**src/rtl/yield_gate_pkg.sv**
```systemverilog
package yield_gate_pkg;
  typedef enum logic [1:0] {
    DEC_NONE = 2'd0,
    DEC_GO   = 2'd1,
    DEC_TRAP = 2'd2,
    DEC_WAIT = 2'd3
  } yield_dec_e;
endpackage

```
**src/rtl/yield_sync.sv**
```systemverilog
module yield_sync #(
  parameter int W = 31
) (
  input  logic         clk,
  input  logic         rst_n,
  input  logic [W-1:0] d_async,
  output logic [W-1:0] d_sync
);
  logic [W-1:0] meta_q;
  logic [W-1:0] sync_q;

  always_ff @(posedge clk or negedge rst_n) begin
    if (!rst_n) begin
      meta_q <= '0;
      sync_q <= '0;
    end else begin
      meta_q <= d_async;
      sync_q <= meta_q;
    end
  end

  assign d_sync = sync_q;
endmodule

```
**src/rtl/yield_mask_reg.sv**
```systemverilog
module yield_mask_reg #(
  parameter int W = 31
) (
  input  logic         clk,
  input  logic         rst_n,
  input  logic         wr_en,
  input  logic         priv,
  input  logic [W-1:0] wdata,
  output logic [W-1:0] mask,
  output logic         err
);
  logic [W-1:0] mask_q;
  logic         err_q;
  logic         err_d;
  logic         load_en;

  always_comb begin
    load_en = wr_en && priv;
    err_d   = wr_en && !priv;
  end

  always_ff @(posedge clk or negedge rst_n) begin
    if (!rst_n) begin
      mask_q <= '0;
      err_q  <= 1'b0;
    end else begin
      if (load_en) mask_q <= wdata;
      err_q <= err_d;
    end
  end

  assign mask = mask_q;
  assign err  = err_q;
endmodule

```
**src/rtl/yield_ctx.sv**
```systemverilog
module yield_ctx
  import yield_gate_pkg::*;
#(
  parameter int QUAL_W = 31
) (
  input  logic              clk,
  input  logic              rst_n,
  input  logic              req,
  input  logic [QUAL_W:0]   opnd,
  input  logic [QUAL_W-1:0] mask,
  input  logic [QUAL_W-1:0] evt,
  output logic              blocked,
  output logic              resume,
  output logic              trap
);
  logic              blk_q, blk_d;
  logic              res_q, res_d;
  logic              trp_q, trp_d;
  logic [QUAL_W-1:0] sel_q;
  logic [QUAL_W-1:0] sel;
  logic              sel_en;
  yield_dec_e        dec;

  assign sel = opnd[QUAL_W-1:0];

  always_comb begin
    if (!req || blk_q)                   dec = DEC_NONE;
    else if (opnd[QUAL_W] || sel == '0)  dec = DEC_GO;
    else if (|(sel & ~mask))             dec = DEC_TRAP;
    else if (|(sel & evt))               dec = DEC_GO;
    else                                 dec = DEC_WAIT;
  end

  always_comb begin
    blk_d  = blk_q;
    res_d  = 1'b0;
    trp_d  = 1'b0;
    sel_en = 1'b0;
    if (blk_q) begin
      if (|(sel_q & evt)) begin
        blk_d = 1'b0;
        res_d = 1'b1;
      end
    end else begin
      case (dec)
        DEC_GO:   res_d = 1'b1;
        DEC_TRAP: trp_d = 1'b1;
        DEC_WAIT: begin
          blk_d  = 1'b1;
          sel_en = 1'b1;
        end
        default: ;
      endcase
    end
  end

  always_ff @(posedge clk or negedge rst_n) begin
    if (!rst_n) begin
      blk_q <= 1'b0;
      res_q <= 1'b0;
      trp_q <= 1'b0;
      sel_q <= '0;
    end else begin
      blk_q <= blk_d;
      res_q <= res_d;
      trp_q <= trp_d;
      if (sel_en) sel_q <= sel;
    end
  end

  assign blocked = blk_q;
  assign resume  = res_q;
  assign trap    = trp_q;
endmodule

```
**src/rtl/yield_gate.sv**
```systemverilog
module yield_gate #(
  parameter int NUM_CTX = 4,
  parameter int QUAL_W  = 31,
  localparam int CTX_W  = (NUM_CTX > 1) ? $clog2(NUM_CTX) : 1
) (
  input  logic               clk,
  input  logic               rst_n,
  input  logic [QUAL_W-1:0]  evt_in,
  input  logic               req_vld,
  input  logic [CTX_W-1:0]   req_ctx,
  input  logic [QUAL_W:0]    req_opnd,
  input  logic               cfg_wr_en,
  input  logic               cfg_priv,
  input  logic [QUAL_W-1:0]  cfg_wdata,
  output logic [QUAL_W-1:0]  perm_mask,
  output logic               cfg_err,
  output logic [NUM_CTX-1:0] ctx_blocked,
  output logic [NUM_CTX-1:0] ctx_resume,
  output logic [NUM_CTX-1:0] ctx_trap
);
  logic [QUAL_W-1:0] evt_sync;

  yield_sync #(.W(QUAL_W)) u_sync (
    .clk     (clk),
    .rst_n   (rst_n),
    .d_async (evt_in),
    .d_sync  (evt_sync)
  );

  yield_mask_reg #(.W(QUAL_W)) u_mask (
    .clk   (clk),
    .rst_n (rst_n),
    .wr_en (cfg_wr_en),
    .priv  (cfg_priv),
    .wdata (cfg_wdata),
    .mask  (perm_mask),
    .err   (cfg_err)
  );

  for (genvar c = 0; c < NUM_CTX; c++) begin : g_ctx
    logic req_here;
    assign req_here = req_vld && (req_ctx == CTX_W'(c));

    yield_ctx #(.QUAL_W(QUAL_W)) u_ctx (
      .clk     (clk),
      .rst_n   (rst_n),
      .req     (req_here),
      .opnd    (req_opnd),
      .mask    (perm_mask),
      .evt     (evt_sync),
      .blocked (ctx_blocked[c]),
      .resume  (ctx_resume[c]),
      .trap    (ctx_trap[c])
    );
  end
endmodule

```
**config.mk**
```make
export PLATFORM = sky130hd
export DESIGN_NAME = yield_gate
export DESIGN_NICKNAME = d
export VERILOG_FILES = /design/src/rtl/yield_gate_pkg.sv /design/src/rtl/yield_sync.sv /design/src/rtl/yield_mask_reg.sv /design/src/rtl/yield_ctx.sv /design/src/rtl/yield_gate.sv
export SDC_FILE = /design/constraint.sdc
export NUM_CORES = 1
export LEC_CHECK = 0
export ABC_CLOCK_PERIOD_IN_PS = 2200
export BUFFER_PORTS_ARGS = -buffer_cell sky130_fd_sc_hd__buf_2
export CAP_MARGIN = 20
export CORE_MARGIN = 4
export CORE_UTILIZATION = 52
export DETAILED_ROUTE_END_ITERATION = 8
export PLACE_DENSITY = 0.76
export SLEW_MARGIN = 10
export SYNTH_ARGS = -nofsm -noshare
export SYNTH_HDL_FRONTEND = slang
export SYNTH_HIERARCHICAL = 1
export SYNTH_SLANG_ARGS = --single-unit
```
**constraint.sdc**
```tcl
create_clock -name clk -period 2.2 [get_ports clk]
set_input_delay 0.22 -clock clk [delete_from_list [all_inputs] [get_ports clk]]
set_output_delay 0.22 -clock clk [all_outputs]
set_load 0.1 [all_outputs]
```
Yosys cells after proc, flatten, opt, wreduce, memory -nomap -nowiden

Cells that the tools add are included.

Register bits after elaboration: 230
Input port bits: 101
Word-level logic and storage cells: 109

Muxes and demuxes: 43
Eq/ne operators: 15
Bitwise gates (word level): 7
Reductions and logical operators: 24

Operator list:

| kind                                                                  | count |
|---|---|
| 31-bit AND                                                            | 6 |
| 31-bit OR reduction                                                   | 6 |
| 1-bit two-way mux                                                     | 36 |
| 31-bit logical NOT                                                    | 1 |
| 31-bit inverter                                                       | 1 |
| 2-bit equality test, second input constant                            | 10 |
| 2-bit two-way mux                                                     | 7 |
| 2-bit by 1-bit equality test with 1-bit output, second input constant | 5 |
| 1-bit logical AND                                                     | 6 |
| 1-bit logical NOT                                                     | 5 |
| 1-bit logical OR                                                      | 5 |
| 2-bit logical NOT                                                     | 1 |

Longest topological paths before layout

Gate-level depths: netlist (run 1).

Depth after elaboration: 9
Mapped depth: 7
Depth with buffers taken out: 6

Modules after synthesis

Netlist (run 1), hierarchy kept.

Modules (own cells, without submodules):

| module         | seq. area each (sq um) | instances | cells an instance | area each (sq um) |
|---|---|---|---|---|
| yield_ctx      | 850.8                  | 4         | 176               | 1,920.6 |
| yield_sync     | 1,551.5                | 1         | 62                | 1,551.5 |
| yield_mask_reg | 800.8                  | 1         | 68                | 1,311.3 |
| yield_gate     | 0.0                    | 1         | 4                 | 37.5 |

Least setup slack after synthesis (run 1)

Ideal clock, no wire load.

Path kind: register to register
Start point: register u_mask.mask_q[0], in the netlist u_mask/mask[0]
End point: register g_ctx[0].u_ctx.sel_q[3]
Buffers on the path: 1
Arrival time: 2.518 ns
Period minus slack after synthesis: 2.642 ns
Setup slack: -0.442 ns
Cell stages (with the launch flop): 8
Path through: dfrtp_1 > nand2b_1 > o2111ai_1 > nor4_1 > nand3_1 > nor3_4 > buf_6 > mux2_2

Word-level cells in the longest chain between the ends: 9

Ends and longest elaborated chain:

| element                | RTL line             | text |
|---|---|---|
| from (decl)            | yield_mask_reg.sv:12 | `logic [W-1:0] mask_q;` |
| from (signal assigned) | yield_mask_reg.sv:27 | `if (load_en) mask_q <= wdata;` |
| 31-bit inverter        | yield_ctx.sv:29      | `else if (\|(sel & ~mask)) dec = DEC_TRAP;` |
| 31-bit AND             | yield_ctx.sv:29      |  |
| 31-bit OR reduction    | yield_ctx.sv:29      |  |
| 2-bit two-way mux      | yield_ctx.sv:29      |  |
| 2-bit two-way mux      | yield_ctx.sv:28      | `else if (opnd[QUAL_W] \|\| sel == '0) dec = DEC_GO;` |
| 2-bit two-way mux      | yield_ctx.sv:27      | `if (!req \|\| blk_q) dec = DEC_NONE;` |
| 2-bit equality test    | yield_ctx.sv:45      | `case (dec)` |
| 1-bit two-way mux      | yield_ctx.sv:45      |  |
| 1-bit two-way mux      | yield_ctx.sv:39      | `if (blk_q) begin` |
| to (signal assigned)   | yield_ctx.sv:67      | `if (sel_en) sel_q <= sel;` |
| to (decl)              | yield_ctx.sv:19      | `logic [QUAL_W-1:0] sel_q;` |

Every way passes these cells.
A chain may end at the register's enable or synchronous reset.

Worst setup path after layout (run 1)

Start point: register u_sync.sync_q[16], in the netlist u_sync/d_sync[16]
End point: register g_ctx[0].u_ctx.sel_q[28]

Word-level cells in the longest chain between the ends: 9

Ends and longest elaborated chain:

| element                | RTL line         | text |
|---|---|---|
| from (decl)            | yield_sync.sv:10 | `logic [W-1:0] sync_q;` |
| from (signal assigned) | yield_sync.sv:18 | `sync_q <= meta_q;` |
| 31-bit AND             | yield_ctx.sv:30  | `else if (\|(sel & evt)) dec = DEC_GO;` |
| 31-bit OR reduction    | yield_ctx.sv:30  |  |
| 2-bit two-way mux      | yield_ctx.sv:30  |  |
| 2-bit two-way mux      | yield_ctx.sv:29  |  |
| 2-bit two-way mux      | yield_ctx.sv:28  |  |
| 2-bit two-way mux      | yield_ctx.sv:27  |  |
| 2-bit equality test    | yield_ctx.sv:45  |  |
| 1-bit two-way mux      | yield_ctx.sv:45  |  |
| 1-bit two-way mux      | yield_ctx.sv:39  |  |

Every way passes these cells.

==> results.yml, run 1 <==
run_status:
  status: "finished with violations"
  failed_checks: "setup timing"
global_routing:
  grt_max_degree: 60
  grt_first_pass_wirelength_um: 50070
  grt-ovfl-total: 0
  track_usage_pct: 28.62
  antenna_found_initial: 1
  grt_pass1_vias: 8959
yosys:
  syn_nets: 939
  avgSynthCellArea_um2: 12.63
  yosys-top-cells-area: "dfrtp_1 (54%), mux2_1 (11%), a22oi_1 (6.8%)"
  netlist_area_um2: 10580
  ys.flop_type: "dfrtp_1"
  async_flop_share_pct: 100.0
  synth_edf_count: 0
  synth_seq_area_share_pct: 54.39
  synth_top_area_share_pct: 54.39
  yosys.area.top_type: "dfrtp_1"
  ys_ff_latch: 230
  synth_warnings: 6
  synth.distinct_cells: 34
  syn_inst: 838
timing:
  period_share_pct: 111.6
  final_max_slew_viol_count: 0
  finalClockSkew_ps: 12.49
  finalCriticalPeriod_ps: 2456
  worstMarginPinSlew_ps: 529.4
  whs_ps: 22.55
  fmax_ghz: 0.4072
  relSlewSlack_pct: 64.38
  setup_ws_ps: -255.7
  hold_viol: 0
  setup_viol: 125
  grt_setup_unrepaired: "true"
clock_tree:
  clkTransAtPathRegs_ps: 60
  htree_levels: 1
  cts_buffer_depth: 3
  cts_sinks: 230
  cts_tree: "yes"
  root_buffer: "clkbuf_16"
  clk_latency_ps: 540
  cts_made_buffers: 25
critical_path:
  crit_required_ps: 2610
  worstRegToRegCells: 8
  arrival_ps: 2870
  rrSetupSlack_ps: -260
  cp-endpoint: "g_ctx[0].u_ctx/sel_q[28]"
  critPathLaunch: "u_sync/d_sync[16]"
  crit_type: "reg2reg"
  end_kind: "flip-flop"
  startpoint_type: "flip-flop"
  reg2reg_to: "g_ctx[0].u_ctx/sel_q[28]"
  r2r_start: "u_sync/d_sync[16]"
  critPathMaxFanout: 7
min_path:
  hold_path_class: "in2reg"
floorplanning:
  fp.dieW_um: 150.7
  die_y_um: 150.7
  start_util_pct: 53.67
  dieArea_um2: 22700
  rows: 51
  fp.coreArea_um2: 19720
  ios: 145
cells_and_area:
  layout-drive-gt1-share_pct: 37.67
  antenna_cells: 0
  stdcell_area_um2: 14350
  nNetsFinal: 1275
  layout.cells.non_filler: 1457
  layout_commonest_cell: "dfrtp_1"
  layout_common_cells: "dfrtp_1 (193), buf_2 (143), a22oi_1 (96), buf_4 (92), inv_1 (88)"
  area_growth_pct: 35.59
  n_fill_cell: 1301
detailed_routing:
  wl_per_cell_um: 22.60
  drtIter0Drc: 1089
  post-route-drc-count: 0
  dr_wl_met2_um: 15340
  drt_first_pass_iters: 7
  ant_nets: 0
  routed_wl_um: 32930
  viasPerCell: 6.069
  wl_met1_um: 13070
  highest_layer: "met5"
  via_count: 8843
  met3_length_um: 2998
power_and_ir_drop:
  vdd_drop_max_v: 0.0006731
  power.density_nw_per_um2: 745.5
  p_int_mw: 7.522
  p_switching_mw: 3.176
  pwr-share-clk_pct: 38.9
  comb_power_share_pct: 18.0
  p_sw_share_pct: 29.69
  leakage_nw: 7.128
  finalPower_mw: 10.70
  p_seq_share_pct: 43.1
placed_design:
  dp.cells: 1339
  place_hpwl_um: 22510
  placed_area_um2: 12490
  io_buffers: 144
  routabilityCongestion: 0.8924
job:
  maxCapViolCount: 0
-- synthesized netlist by cell type (12+ instances only) --
library cell / count
nor4_1: 40
nand4_1: 24
mux2_2: 17
dfrtp_1: 230
mux2_4: 30
inv_1: 88
o22ai_1: 32
nand3_1: 20
buf_6: 15
a22oi_1: 96
nand2b_1: 44
o2111ai_1: 12
mux2_1: 108
-- how the worst min path moves through the flow --
stage | start | end | slack [ps] | cells past startpoint
final | cfg_priv | u_mask/err | 20 | 2
after global routing | cfg_priv | u_mask/err | 10 | 2
after CTS | cfg_priv | u_mask/err | 10 | 2
after detailed placement | rst_n | u_mask/mask[28] | 180 | 1
after global placement | rst_n | u_mask/mask[28] | 180 | 1
after floorplan | rst_n | g_ctx[0].u_ctx/blocked | -80 | 0
-- repair_timing --
item                                   CTS  global route
cloned                                   2             2
gates resized for setup                 41            42
hold buffers                            64             0
endpoints found under the hold margin  115             0
setup endpoints to repair              124           130
setup buffers                            6             1
pin swaps                                0             2
-- kinds of logic (layout without fill, tap and decap cells) --
kind of cell | Yosys count | count (layout) | synth area share, %
flops | 230 | 230 | 54.39
compound gates | 180 | 180 | 13.10
simple gates | 170 | 170 | 10.24
mux | 155 | 155 | 17.56
buf+inv | 103 | 457 | 4.717
-- per-layer routing --
| layer | track usage (%) | vias up |
|---|---|---|
| met5 | 0 | - |
| met4 | 10.61 | 2 |
| met3 | 5.479 | 123 |
| met2 | 47.10 | 476 |
| met1 | 37.98 | 4369 |
| li1 | - | 3873 |
-- area by class of cell --
| class | count | area (um2) | area share [%] |
|---|---|---|---|
| multi-input combinational | 505 | 4557 | 31.76 |
| inverter | 88 | 330.3 | 2.302 |
| tap | 265 | 331.6 | 2.311 |
| timing repair buffer | 324 | 2467 | 17.20 |
| clock inverter | 7 | 91.34 | 0.6366 |
| clock buffer | 38 | 744.5 | 5.188 |
| sequential | 230 | 5827 | 40.61 |
-- critical path: stages (launching register included) --
cell and delay [ps]:
dfrtp_1 420, a222oi_1 330, nand3_1 120, or4_4 570
nor3_4 180, buf_12 150, buf_6 110, buf_12 140
mux2_4 320
-- state kept, by name, indices dropped and copies added (netlist names) --
signal and flops:
u_sync/d_sync 31, g_ctx.u_ctx/sel_q 124, u_sync/meta_q 31, u_mask/err 1, u_mask/mask 31, g_ctx.u_ctx/trap 4
g_ctx.u_ctx/blocked 4, g_ctx.u_ctx/resume 4
-- through the flow --
step | TNS, ps | setup slack [ps] | utilization [%]
final | -19660 | -255.7 | 72.77
after global routing | -32210 | -317.8 | 72.77
after CTS | -16130 | -172.4 | 71.88
after detailed placement | -19340 | -226.6 | 63.32
after global placement | -14470 | -160.8 | 63.32
after floorplan | -4728 | -49.42 | -
-- power by group through the flow --
stage | clock network, mW | logic (mW) | registers, mW
floorplan | 0 | 0.433 | 5.30
global placement | 0 | 1.78 | 4.67
detailed placement | 0 | 1.80 | 4.69
CTS | 4.22 | 1.90 | 4.61
global route | 4.40 | 2.02 | 4.64
finish | 4.16 | 1.92 | 4.62
No activity file was read; power rests on OpenSTA's default activity.
==> run 2, diff against run 1 <==
REMOVE_ABC_BUFFERS = 1   (was not set)
==> run 2 against run 1 <==
Effect of this change:
- the flow finishes with violations (DRC, setup timing)
- critical endpoint is now g_ctx[0].u_ctx/sel_q[21]
- clock power is 9.6% higher
- clock skew rose by 2.9 ps
- die area unchanged
- combinational power rose by 4%
- critical path type unchanged
- clock-buffer cell count shrank 2
- global-route usage is 1.8 points higher
- non-clock buffer count rose by 28
- hold slack gained 11 ps
- core utilization rose by 3.5 points
- sequential share of layout area down 2.3 points
==> results.yml, run 2 (synthesized netlist as in run 1, its figures left out) <==
cells_and_area:
  layout-drive-gt1-share_pct: 42.13
  layout.cells.non_filler: 1486
  stdcell_area_um2: 15040
  largest_reg_flops: 124
  nNetsFinal: 1303
  layout_common_cells: "dfrtp_1 (225), mux2_4 (152), buf_2 (143), buf_4 (106), a22oi_1 (95)"
  layout_commonest_cell: "dfrtp_1"
  top_register: "g_ctx.u_ctx/sel_q"
  area_growth_pct: 42.13
  n_fill_cell: 1126
critical_path:
  crit_type: "reg2reg"
  worstRegToRegCells: 7
  cp_slowest_cell: "or4_4"
  crit_chain: "a222oi_1 > nand3_1 > or4_4 > nor3_4 > buf_6 > clkbuf_16 > mux2_4"
  rrSetupSlack_ps: -470
  end_kind: "flip-flop"
  crit_required_ps: 2610
  critPathMaxFanout: 5
  r2r_start: "u_sync/d_sync[16]"
  arrival_ps: 3090
  reg2reg_to: "g_ctx[0].u_ctx/sel_q[21]"
  max_stage_delay_ps: 590
  startpoint_type: "flip-flop"
global_routing:
  grt_pass1_vias: 9504
  grt_first_pass_wirelength_um: 53050
  grt_max_degree: 63
  track_usage_pct: 30.43
  antenna_found_initial: 1
  grt-ovfl-total: 0
timing:
  finalCriticalPeriod_ps: 2674
  hold_viol: 0
  worstMarginPinSlew_ps: 525.4
  period_share_pct: 121.6
  finalClockSkew_ps: 15.39
  relSlewSlack_pct: 64.97
  fmax_ghz: 0.3739
  final_max_slew_viol_count: 0
  setup_viol: 132
  grt_setup_unrepaired: "true"
  setup_ws_ps: -474.5
  whs_ps: 33.11
placed_design:
  io_buffers: 144
  dp_slack_ps: -377.0
  routabilityCongestion: 0.9301
  dp.cells: 1350
  place_hpwl_um: 22150
  placed_area_um2: 12540
clock_tree:
  clkTransAtPathRegs_ps: 60
  cts_sinks: 230
  clk_latency_ps: 540
  cts_made_buffers: 25
  root_buffer: "clkbuf_16"
  cts_buffer_depth: 3
  htree_levels: 1
  cts_tree: "yes"
power_and_ir_drop:
  leakage_nw: 7.393
  power.density_nw_per_um2: 741.2
  vdd_drop_max_v: 0.0006170
floorplanning:
  fp.dieW_um: 150.7
  ios: 145
  rows: 51
  start_util_pct: 53.67
  fp.coreArea_um2: 19720
  dieArea_um2: 22700
  die_y_um: 150.7
job:
  maxCapViolCount: 0
run_status:
  status: "finished with violations"
  failed_checks: "DRC, setup timing"
detailed_routing:
  routed_wl_um: 39790
  post-route-drc-count: 38
  viasPerCell: 6.497
  drt_first_pass_iters: 9
  drtIter0Drc: 1476
  wl_per_cell_um: 26.77
  via_count: 9655
  ant_nets: 0
min_path:
  min_path_cells: 2
  hold_path_class: "in2reg"
  min_to: "u_mask/err"
  hold_path_startpoint: "cfg_priv"
[run 2: changes by cell type in the layout (fill, tap and decap cells not counted), sizes merged]
cell	before	now
inv	89	90
buf	259	282
clkbuf	39	42
diode	0	1
clkinv	3	1
bufinv	1	4
[run 2: layer usage]
metal  wire [um]  vias to the layer above  GRT usage [%]
met4        3110                        2          14.28
met3        4827                      253          5.990
met2       17880                      814          49.63
met1       13930                     4652          39.36
li1            -                     3934              -
met5          33                        -              0
[run 2: power breakdown]
group          switching, mW  internal, mW  total, mW
Sequential             0.212          4.38       4.59
Clock                   1.76          2.80       4.56
Combinational           1.33         0.668       2.00
[run 2: final cells by class]
| class | instances | area, um2 | share of cell area, % |
|---|---|---|---|
| sequential | 230 | 5762 | 38.31 |
| inverter | 88 | 330.3 | 2.196 |
| tap | 265 | 331.6 | 2.204 |
| multi-input combinational | 505 | 4846 | 32.22 |
| clock buffer | 36 | 737.0 | 4.900 |
| clock inverter | 9 | 161.4 | 1.073 |
| antenna | 1 | 2.502 | 0.01664 |
| timing repair buffer | 352 | 2870 | 19.08 |
[run 2: through the flow]
stage / utilization [%] / setup TNS (ps) / total power [mW]
2_1_floorplan: - / -115980 / 5.699
3_3_place_gp: 63.58 / -31390 / 6.426
3_5_place_dp: 63.58 / -36700 / 6.468
4_1_cts: 73.77 / -32630 / 11.05
5_1_grt: 76.28 / -57760 / 11.46
6_report: 76.28 / -52700 / 11.15
[run 2: worst max path at each step]
| stage | start | to | slack [ps] | cells past startpoint |
|---|---|---|---|---|
| 6_report | u_sync/d_sync[16] | g_ctx[0].u_ctx/sel_q[21] | -470 | 7 |
| 5_1_grt | u_sync/d_sync[16] | g_ctx[2].u_ctx/sel_q[10] | -520 | 7 |
| 4_1_cts | u_sync/d_sync[3] | g_ctx[0].u_ctx/sel_q[27] | -310 | 8 |
| 3_5_place_dp | u_sync/d_sync[3] | g_ctx[1].u_ctx/sel_q[17] | -380 | 7 |
| 3_3_place_gp | u_sync/d_sync[3] | g_ctx[1].u_ctx/sel_q[8] | -320 | 7 |
| 2_1_floorplan | u_mask/mask[0] | g_ctx[0].u_ctx/sel_q[3] | -940 | 6 |
[run 2: worst max-delay path: cells and delay by family, from the launching register on]
family	cells	cell delay (ps)
AND/OR/NAND/NOR	3	1080
flip-flops	1	430
AO/OA/AOI/OAI	1	400
buffers and inverters	2	340
multiplexers	1	310
[run 2: what timing repair did]
action	CTS	global route
setup buffers	9	9
resized for setup	78	90
gates cloned	5	6
pin swaps	9	21
hold buffers	64	0
hold endpoints to repair	117	0
endpoints found under the setup margin	128	132
